$ cat src/rtl/i2c_flag_pkg.sv
// Shared constants and types for the I2C error flag unit.
// Assumes: flag positions are fixed, because software decodes them.
package i2c_flag_pkg;

    localparam int NUM_FLAGS = 5;
    localparam int F_BERR    = 0;
    localparam int F_ARLO    = 1;
    localparam int F_AF      = 2;
    localparam int F_OVR     = 3;
    localparam int F_PEC     = 4;

    typedef enum logic [1:0] {
        PH_ADDR     = 2'd0,
        PH_DATA     = 2'd1,
        PH_ADDR_ACK = 2'd2,
        PH_DATA_ACK = 2'd3
    } phase_e;

endpackage

$ cat src/rtl/i2c_bus_monitor.sv
// Watches the synchronized bus lines and finds start, stop and SCL rising
// edges. It numbers the SCL rises inside each byte (data bits plus ack) and
// reports an SDA edge during SCL high at any position other than the first.
// Assumes: scl/sda are already synchronized to clk.
module i2c_bus_monitor #(
    parameter int BITS_PER_BYTE = 8
) (
    input  logic clk,
    input  logic rst_n,
    input  logic scl,
    input  logic sda,
    output logic scl_rise,
    output logic misplaced
);
    localparam int SLOTS = BITS_PER_BYTE + 1;
    localparam int IDX_W = $clog2(SLOTS);
    localparam logic [IDX_W-1:0] LAST_IDX = IDX_W'(SLOTS - 1);

    logic             scl_d, sda_d;
    logic             busy, fresh;
    logic [IDX_W-1:0] bit_idx;
    logic             scl_hi, sda_fall, sda_rise;

    // Edge and condition decode against the previous sample.
    always_comb begin
        scl_hi    = scl & scl_d;
        sda_fall  = scl_hi & sda_d & ~sda;
        sda_rise  = scl_hi & ~sda_d & sda;
        scl_rise  = scl & ~scl_d;
        misplaced = busy & ~fresh & (bit_idx != '0) & (sda_fall | sda_rise);
    end

    // Line samples, bus-busy tracking and bit position counter.
    always_ff @(posedge clk) begin
        if (!rst_n) begin
            scl_d   <= 1'b1;
            sda_d   <= 1'b1;
            busy    <= 1'b0;
            fresh   <= 1'b0;
            bit_idx <= '0;
        end else begin
            scl_d <= scl;
            sda_d <= sda;
            if (sda_fall) begin
                busy  <= 1'b1;
                fresh <= 1'b1;
            end else if (sda_rise) begin
                busy  <= 1'b0;
                fresh <= 1'b0;
            end else if (scl_rise && busy) begin
                if (fresh) begin
                    fresh   <= 1'b0;
                    bit_idx <= '0;
                end else if (bit_idx == LAST_IDX) begin
                    bit_idx <= '0;
                end else begin
                    bit_idx <= bit_idx + 1'b1;
                end
            end
        end
    end

    a_r10_idx_bound: assert property (@(posedge clk) disable iff (!rst_n)
        bit_idx <= LAST_IDX);

endmodule

$ cat src/rtl/i2c_flag_events.sv
// Turns bus observations and byte-engine strobes into flag set requests.
// Holds the master mode bit and the registered per-byte decisions.
// Assumes: every strobe is one clk wide.
module i2c_flag_events
    import i2c_flag_pkg::*;
(
    input  logic                 clk,
    input  logic                 rst_n,
    input  logic                 en,
    input  logic                 no_stretch,
    input  logic                 ack_en,
    input  logic                 pec_ctl,
    input  logic                 smbus,
    input  phase_e               phase,
    input  logic                 sda,
    input  logic                 sda_drv,
    input  logic                 sda_own,
    input  logic                 scl_rise,
    input  logic                 misplaced,
    input  logic                 master_go,
    input  logic                 master_end,
    input  logic                 rx_done,
    input  logic                 dr_unread,
    input  logic                 tx_need,
    input  logic                 dr_loaded,
    input  logic                 ack_smp,
    input  logic                 ack_nack,
    input  logic                 pec_done,
    input  logic                 pec_match,
    output logic [NUM_FLAGS-1:0] set_vec,
    output logic                 is_master,
    output logic                 rx_drop,
    output logic                 tx_repeat,
    output logic                 pec_ack_vld,
    output logic                 pec_ack
);
    logic arb_window, arb_lost, slave_nostr, ovr_rx, udr_tx, pec_bad;

    // Set conditions for each flag, all gated by the enable.
    always_comb begin
        arb_window = is_master |
                     (smbus & ((phase == PH_DATA) | (phase == PH_DATA_ACK)));
        arb_lost   = en & scl_rise & sda_own & sda_drv & ~sda & arb_window;
        slave_nostr = en & ~is_master & no_stretch;
        ovr_rx     = slave_nostr & rx_done & dr_unread;
        udr_tx     = slave_nostr & tx_need & ~dr_loaded;
        pec_bad    = en & pec_done & ~pec_match & (is_master | pec_ctl);
        set_vec         = '0;
        set_vec[F_BERR] = en & misplaced;
        set_vec[F_ARLO] = arb_lost;
        set_vec[F_AF]   = en & ack_smp & ack_nack;
        set_vec[F_OVR]  = ovr_rx | udr_tx;
        set_vec[F_PEC]  = pec_bad;
    end

    // Master mode bit: entered on request, left on end or arbitration loss.
    always_ff @(posedge clk) begin
        if (!rst_n || !en) begin
            is_master <= 1'b0;
        end else if (arb_lost || master_end) begin
            is_master <= 1'b0;
        end else if (master_go) begin
            is_master <= 1'b1;
        end
    end

    // Registered per-byte decisions for the byte engine.
    always_ff @(posedge clk) begin
        if (!rst_n || !en) begin
            rx_drop     <= 1'b0;
            tx_repeat   <= 1'b0;
            pec_ack_vld <= 1'b0;
            pec_ack     <= 1'b0;
        end else begin
            rx_drop     <= ovr_rx;
            tx_repeat   <= udr_tx;
            pec_ack_vld <= pec_done;
            pec_ack     <= pec_done & pec_match & ack_en;
        end
    end

    a_r3_pec_mismatch_nacks: assert property (@(posedge clk) disable iff (!rst_n)
        (en && pec_done && !pec_match) |=> (pec_ack_vld && !pec_ack));

    a_r8_arb_loss_to_slave: assert property (@(posedge clk) disable iff (!rst_n)
        (en && is_master && scl_rise && sda_own && sda_drv && !sda) |=> !is_master);

    a_r5_stretch_blocks_drop: assert property (@(posedge clk) disable iff (!rst_n)
        !no_stretch |=> (!rx_drop && !tx_repeat));

    a_r9_addr_ack_no_arb: assert property (@(posedge clk) disable iff (!rst_n)
        (!is_master && phase == PH_ADDR_ACK) |-> !set_vec[F_ARLO]);

endmodule

$ cat src/rtl/i2c_flag_bank.sv
// Sticky flag register: set by hardware, cleared by a software write of 0,
// cleared as a whole while the enable is low. Set wins over clear.
// Assumes: clr_we is a single-cycle write strobe.
module i2c_flag_bank #(
    parameter int N = 5
) (
    input  logic         clk,
    input  logic         rst_n,
    input  logic         en,
    input  logic [N-1:0] set_vec,
    input  logic         clr_we,
    input  logic [N-1:0] clr_val,
    output logic [N-1:0] q
);
    for (genvar i = 0; i < N; i++) begin : g_flag
        // One flag bit: set, write-zero clear, disable clear.
        always_ff @(posedge clk) begin
            if (!rst_n || !en) begin
                q[i] <= 1'b0;
            end else if (set_vec[i]) begin
                q[i] <= 1'b1;
            end else if (clr_we && !clr_val[i]) begin
                q[i] <= 1'b0;
            end
        end

        a_r2_write_one_keeps: assert property (@(posedge clk) disable iff (!rst_n)
            (en && clr_we && clr_val[i] && q[i]) |=> q[i]);

        a_r2_write_zero_clears: assert property (@(posedge clk) disable iff (!rst_n)
            (en && clr_we && !clr_val[i] && !set_vec[i]) |=> !q[i]);
    end

    a_r1_disable_clears: assert property (@(posedge clk) disable iff (!rst_n)
        !en |=> (q == '0));

endmodule

$ cat src/rtl/i2c_err_flags.sv
// Top of the I2C error flag unit: bus monitor, event evaluation and the
// sticky flag bank. Assumes synchronized bus lines and one-cycle strobes.
module i2c_err_flags
    import i2c_flag_pkg::*;
#(
    parameter int BITS_PER_BYTE = 8
) (
    input  logic                 clk,
    input  logic                 rst_n,
    input  logic                 en,
    input  logic                 no_stretch,
    input  logic                 ack_en,
    input  logic                 pec_ctl,
    input  logic                 smbus,
    input  logic                 scl_in,
    input  logic                 sda_in,
    input  logic                 sda_drv,
    input  logic                 sda_own,
    input  logic [1:0]           phase,
    input  logic                 master_go,
    input  logic                 master_end,
    input  logic                 rx_done,
    input  logic                 dr_unread,
    input  logic                 tx_need,
    input  logic                 dr_loaded,
    input  logic                 ack_smp,
    input  logic                 ack_nack,
    input  logic                 pec_done,
    input  logic                 pec_match,
    input  logic                 clr_we,
    input  logic [NUM_FLAGS-1:0] clr_val,
    output logic [NUM_FLAGS-1:0] flags,
    output logic                 is_master,
    output logic                 rx_drop,
    output logic                 tx_repeat,
    output logic                 pec_ack_vld,
    output logic                 pec_ack
);
    logic                 scl_rise, misplaced;
    logic [NUM_FLAGS-1:0] set_vec;
    phase_e               phase_q;

    // Map the raw phase code onto the shared type.
    always_comb phase_q = phase_e'(phase);

    i2c_bus_monitor #(.BITS_PER_BYTE(BITS_PER_BYTE)) u_mon (
        .clk       (clk),
        .rst_n     (rst_n),
        .scl       (scl_in),
        .sda       (sda_in),
        .scl_rise  (scl_rise),
        .misplaced (misplaced)
    );

    i2c_flag_events u_evt (
        .clk         (clk),
        .rst_n       (rst_n),
        .en          (en),
        .no_stretch  (no_stretch),
        .ack_en      (ack_en),
        .pec_ctl     (pec_ctl),
        .smbus       (smbus),
        .phase       (phase_q),
        .sda         (sda_in),
        .sda_drv     (sda_drv),
        .sda_own     (sda_own),
        .scl_rise    (scl_rise),
        .misplaced   (misplaced),
        .master_go   (master_go),
        .master_end  (master_end),
        .rx_done     (rx_done),
        .dr_unread   (dr_unread),
        .tx_need     (tx_need),
        .dr_loaded   (dr_loaded),
        .ack_smp     (ack_smp),
        .ack_nack    (ack_nack),
        .pec_done    (pec_done),
        .pec_match   (pec_match),
        .set_vec     (set_vec),
        .is_master   (is_master),
        .rx_drop     (rx_drop),
        .tx_repeat   (tx_repeat),
        .pec_ack_vld (pec_ack_vld),
        .pec_ack     (pec_ack)
    );

    i2c_flag_bank #(.N(NUM_FLAGS)) u_bank (
        .clk     (clk),
        .rst_n   (rst_n),
        .en      (en),
        .set_vec (set_vec),
        .clr_we  (clr_we),
        .clr_val (clr_val),
        .q       (flags)
    );

    a_r11_go_enters_master: assert property (@(posedge clk) disable iff (!rst_n)
        (en && master_go && !master_end && !set_vec[F_ARLO]) |=> is_master);

endmodule

$ cat config.mk
export PLATFORM = sky130hd
export DESIGN_NAME = i2c_err_flags
export DESIGN_NICKNAME = d
export VERILOG_FILES = /design/src/rtl/i2c_flag_pkg.sv /design/src/rtl/i2c_bus_monitor.sv /design/src/rtl/i2c_flag_events.sv /design/src/rtl/i2c_flag_bank.sv /design/src/rtl/i2c_err_flags.sv
export SDC_FILE = /design/constraint.sdc
export NUM_CORES = 1
export LEC_CHECK = 0
export BUFFER_PORTS_ARGS = -buffer_cell sky130_fd_sc_hd__buf_2
export CORE_MARGIN = 2
export CORE_UTILIZATION = 30
export DETAILED_ROUTE_END_ITERATION = 8
export GPL_ROUTABILITY_DRIVEN = 0
export PLACE_DENSITY = 0.54
export SLEW_MARGIN = 20
export SYNTH_ARGS = -nofsm -noshare
export SYNTH_HDL_FRONTEND = slang
export SYNTH_HIERARCHICAL = 1
export SYNTH_SLANG_ARGS = --single-unit
$ cat constraint.sdc
create_clock -name clk -period 1.3 [get_ports clk]
set_clock_uncertainty 0.05 [all_clocks]
set_input_delay 0.26 -clock clk [delete_from_list [all_inputs] [get_ports clk]]
set_output_delay 0.26 -clock clk [all_outputs]
set_load 0.005 [all_outputs]
==> qor.yml <==
drt:
  drt_wl_total_microns: 1930
  postRouteAntennaNets: 0
  drc_errors: 0
  drtPass1Iterations: 4
  drtIter0Drc: 13
  vias: 860
  avgRoutedWirePerCell_microns: 11.2
  via_per_inst: 5.00
cts:
  cts_buffers: 3
  clk_latency_ns: 0.29
  ctsHoldBuffers: 0
  root_buffer: "clkbuf_4"
  cts_tree: "done"
  htreeDepth: 1
  clk_pin_slew_ns: 0.11
  clk_path_buf_depth: 2
  clock-sinks: 18
synth:
  ys.flop_type: "dfxtp_1"
  synth_simple_gate_area_share_pct: 37.4
  synth_most_common_cell: "dfxtp_1"
  yosysUniqueCellTypes: 29
  synth_cells: 96
  syn_nets: 127
  synth_seq_cells: 18
  synth_fa_ha_area_share_pct: 2.92
  synthMuxAreaShare_pct: 0
  yosys.area.top_type: "dfxtp_1"
  synth.top_cell.area_share_pct: 42.0
  synth-seq-area-share_pct: 42.0
  syn-cell-area_sq_um: 857
  ys_warn_count: 6
  synthArstFlopShare_pct: 0
  synthTopCellsByCount: "18 x dfxtp_1, 10 x nor2_1, 8 x nor3b_1"
  synth-edff-count: 0
  synth_area_leaders: "dfxtp_1 42%, nor3b_1 7.0%, o211ai_1 6.1%"
  postSynthAreaPerCell_sq_um: 8.93
  synth_top_family_by_area: "simple AND/OR/NAND/NOR gates"
  synth-compound-area-share_pct: 15.0
  synth_xor_xnor_area_share_pct: 0
grt:
  gr-total-overflow: 0
  grt_max_degree: 18
  first_global_vias: 832
  grt_pass1_wl_microns: 3370
  antenna_found_initial: 0
  grt.total_usage_pct: 12.9
critical_path:
  cp.arrival_ns: 1.52
  reg2reg_to: "u_bank/q[0]$_SDFFE_PP0P_"
  critical_path.startpoint: "u_mon/sda_d$_SDFF_PN1_"
  startpoint_type: "flop"
  r2r_slack_ns: -0.03
  cp_max_fo: 3
  critical_path_required_ns: 1.49
  worstReg2RegStart: "u_mon/sda_d$_SDFF_PN1_"
  end_kind: "flop"
  path_class: "reg2reg"
  worst_r2r_path_depth: 6
  crit_end: "u_bank/q[0]$_SDFFE_PP0P_"
die:
  die_h_microns: 57.5
  core_sq_um: 2730
  fp.dieW_microns: 57.5
  initial_core_util_pct: 31.4
  rows: 19
  io_pins: 39
  die_area_sq_um: 3300
power:
  p_leak_uw: 0.000570
  cellPowerDensity_nw_per_um2: 902
  ir_drop_uv: 458
timing:
  rsz0062_at_grt: "yes"
  slew_violations: 0
  min_period_ns: 1.33
  slew_headroom_pct: 81.2
  setup_violations: 1
  finalHoldViolCount: 0
  postLayoutSetupSlackWorst_ns: -0.0329
  final.setup.tns_ns: -0.0329
  tightest_slew_ns: 0.281
  fin_crit_sh_pct: 103
  fmax_mhz: 750
layout:
  area_growth_pct: 40.0
  fin_util_pct: 43.9
  diodes: 0
  fin_area_sq_um: 1200
  fill_cells: 269
  largestRegisters: "u_bank/q: 5 flops, u_mon/bit_idx: 4 flops"
  final_nets: 173
  largest_reg_flops: 5
  largest_register: "u_bank/q"
  drive_gt1_share_pct: 43.3
flow_run:
  drv_cap: 0
min_path:
  hold_class: "in2reg"
placement:
  portBuffers: 37
  hpwl_microns: 1480
  place_area_sq_um: 1100
run_status:
  outcome: "finished, violations left"
  violations: "setup timing"
==> stage by stage <==
stage,instances,hold slack (ns),setup WS [ns],power (uW)
CTS,171,0.0650,-0.0504,1080
floorplan,96,0.283,0.0110,650
global route,172,0.0549,-0.149,1140
detailed placement,167,0.386,-0.0622,732
finish,172,0.0798,-0.0329,1080
global placement,167,0.382,-0.0351,729
==> timing repair <==
item / 4_1_cts / 5_1_grt
gates resized for setup: 1 / 12
buffers inserted: 0 / 1
pin swaps: 1 / 3
setup endpoints to repair: 1 / 2
endpoints found under the hold margin: 0 / 0
==> placed cells by master, fill, tap and decap left out, types with 5 or more instances in the layout <==
cell,netlist,routed
nor2_1,10,10
nor2b_1,7,5
dfxtp_1,18,14
buf_4,2,6
nand2_1,6,6
buf_2,0,37
o211ai_1,7,7
nand2b_1,6,5
nor3b_1,8,6
==> layer usage <==
metal / track usage (%) / share of wire, %
met2: 22.7 / 49
met1: 14.4 / 43
met5: 0 / 0
met3: 3.40 / 6.6
met4: 5.98 / 1.2
==> cells by family (layout without fill, tap and decap cells) <==
kind of cell    Yosys count  after routing
compound gates           19             19
fa+ha+maj                 2              2
buf+inv                   4             49
flops                    18             18
simple gates             53             53
==> worst max-delay path: stages (launching register included) <==
cell,delay (ns)
dfxtp_2,0.35
nand2b_4,0.13
nor2b_4,0.12
nor4_2,0.22
and2_1,0.19
o211ai_1,0.10
nor2_1,0.12
==> layout make-up <==
type,count,area (sq um),area share (%)
Inverter,2,7.51,0.626
Multi-Input combinational cell,74,522,43.5
Clock buffer,4,36.3,3.02
Timing Repair Buffer,43,230,19.2
Tap cell,31,38.8,3.23
Sequential cell,18,365,30.4
==> power by group <==
part	leakage [uW]	total [uW]	internal (uW)	switching [uW]
registers	0.000147	579	567	11.6
logic	0.000402	156	83.7	72.1
clock network	0.0000210	348	170	177
==> how the worst min path moves through the flow <==
stage                    start                      endpoint  slack [ns]  depth (start not counted)
CTS                 master_end  u_evt/is_master$_SDFFE_PP0P_        0.06                          2
floorplan                rst_n        u_mon/scl_d$_SDFF_PN1_        0.28                          1
global route        master_end  u_evt/is_master$_SDFFE_PP0P_        0.05                          2
finish              master_end  u_evt/is_master$_SDFFE_PP0P_        0.08                          2
global placement    master_end  u_evt/is_master$_SDFFE_PP0P_        0.38                          2
detailed placement  master_end  u_evt/is_master$_SDFFE_PP0P_        0.39                          2
(Power assumes the default switching activity.)
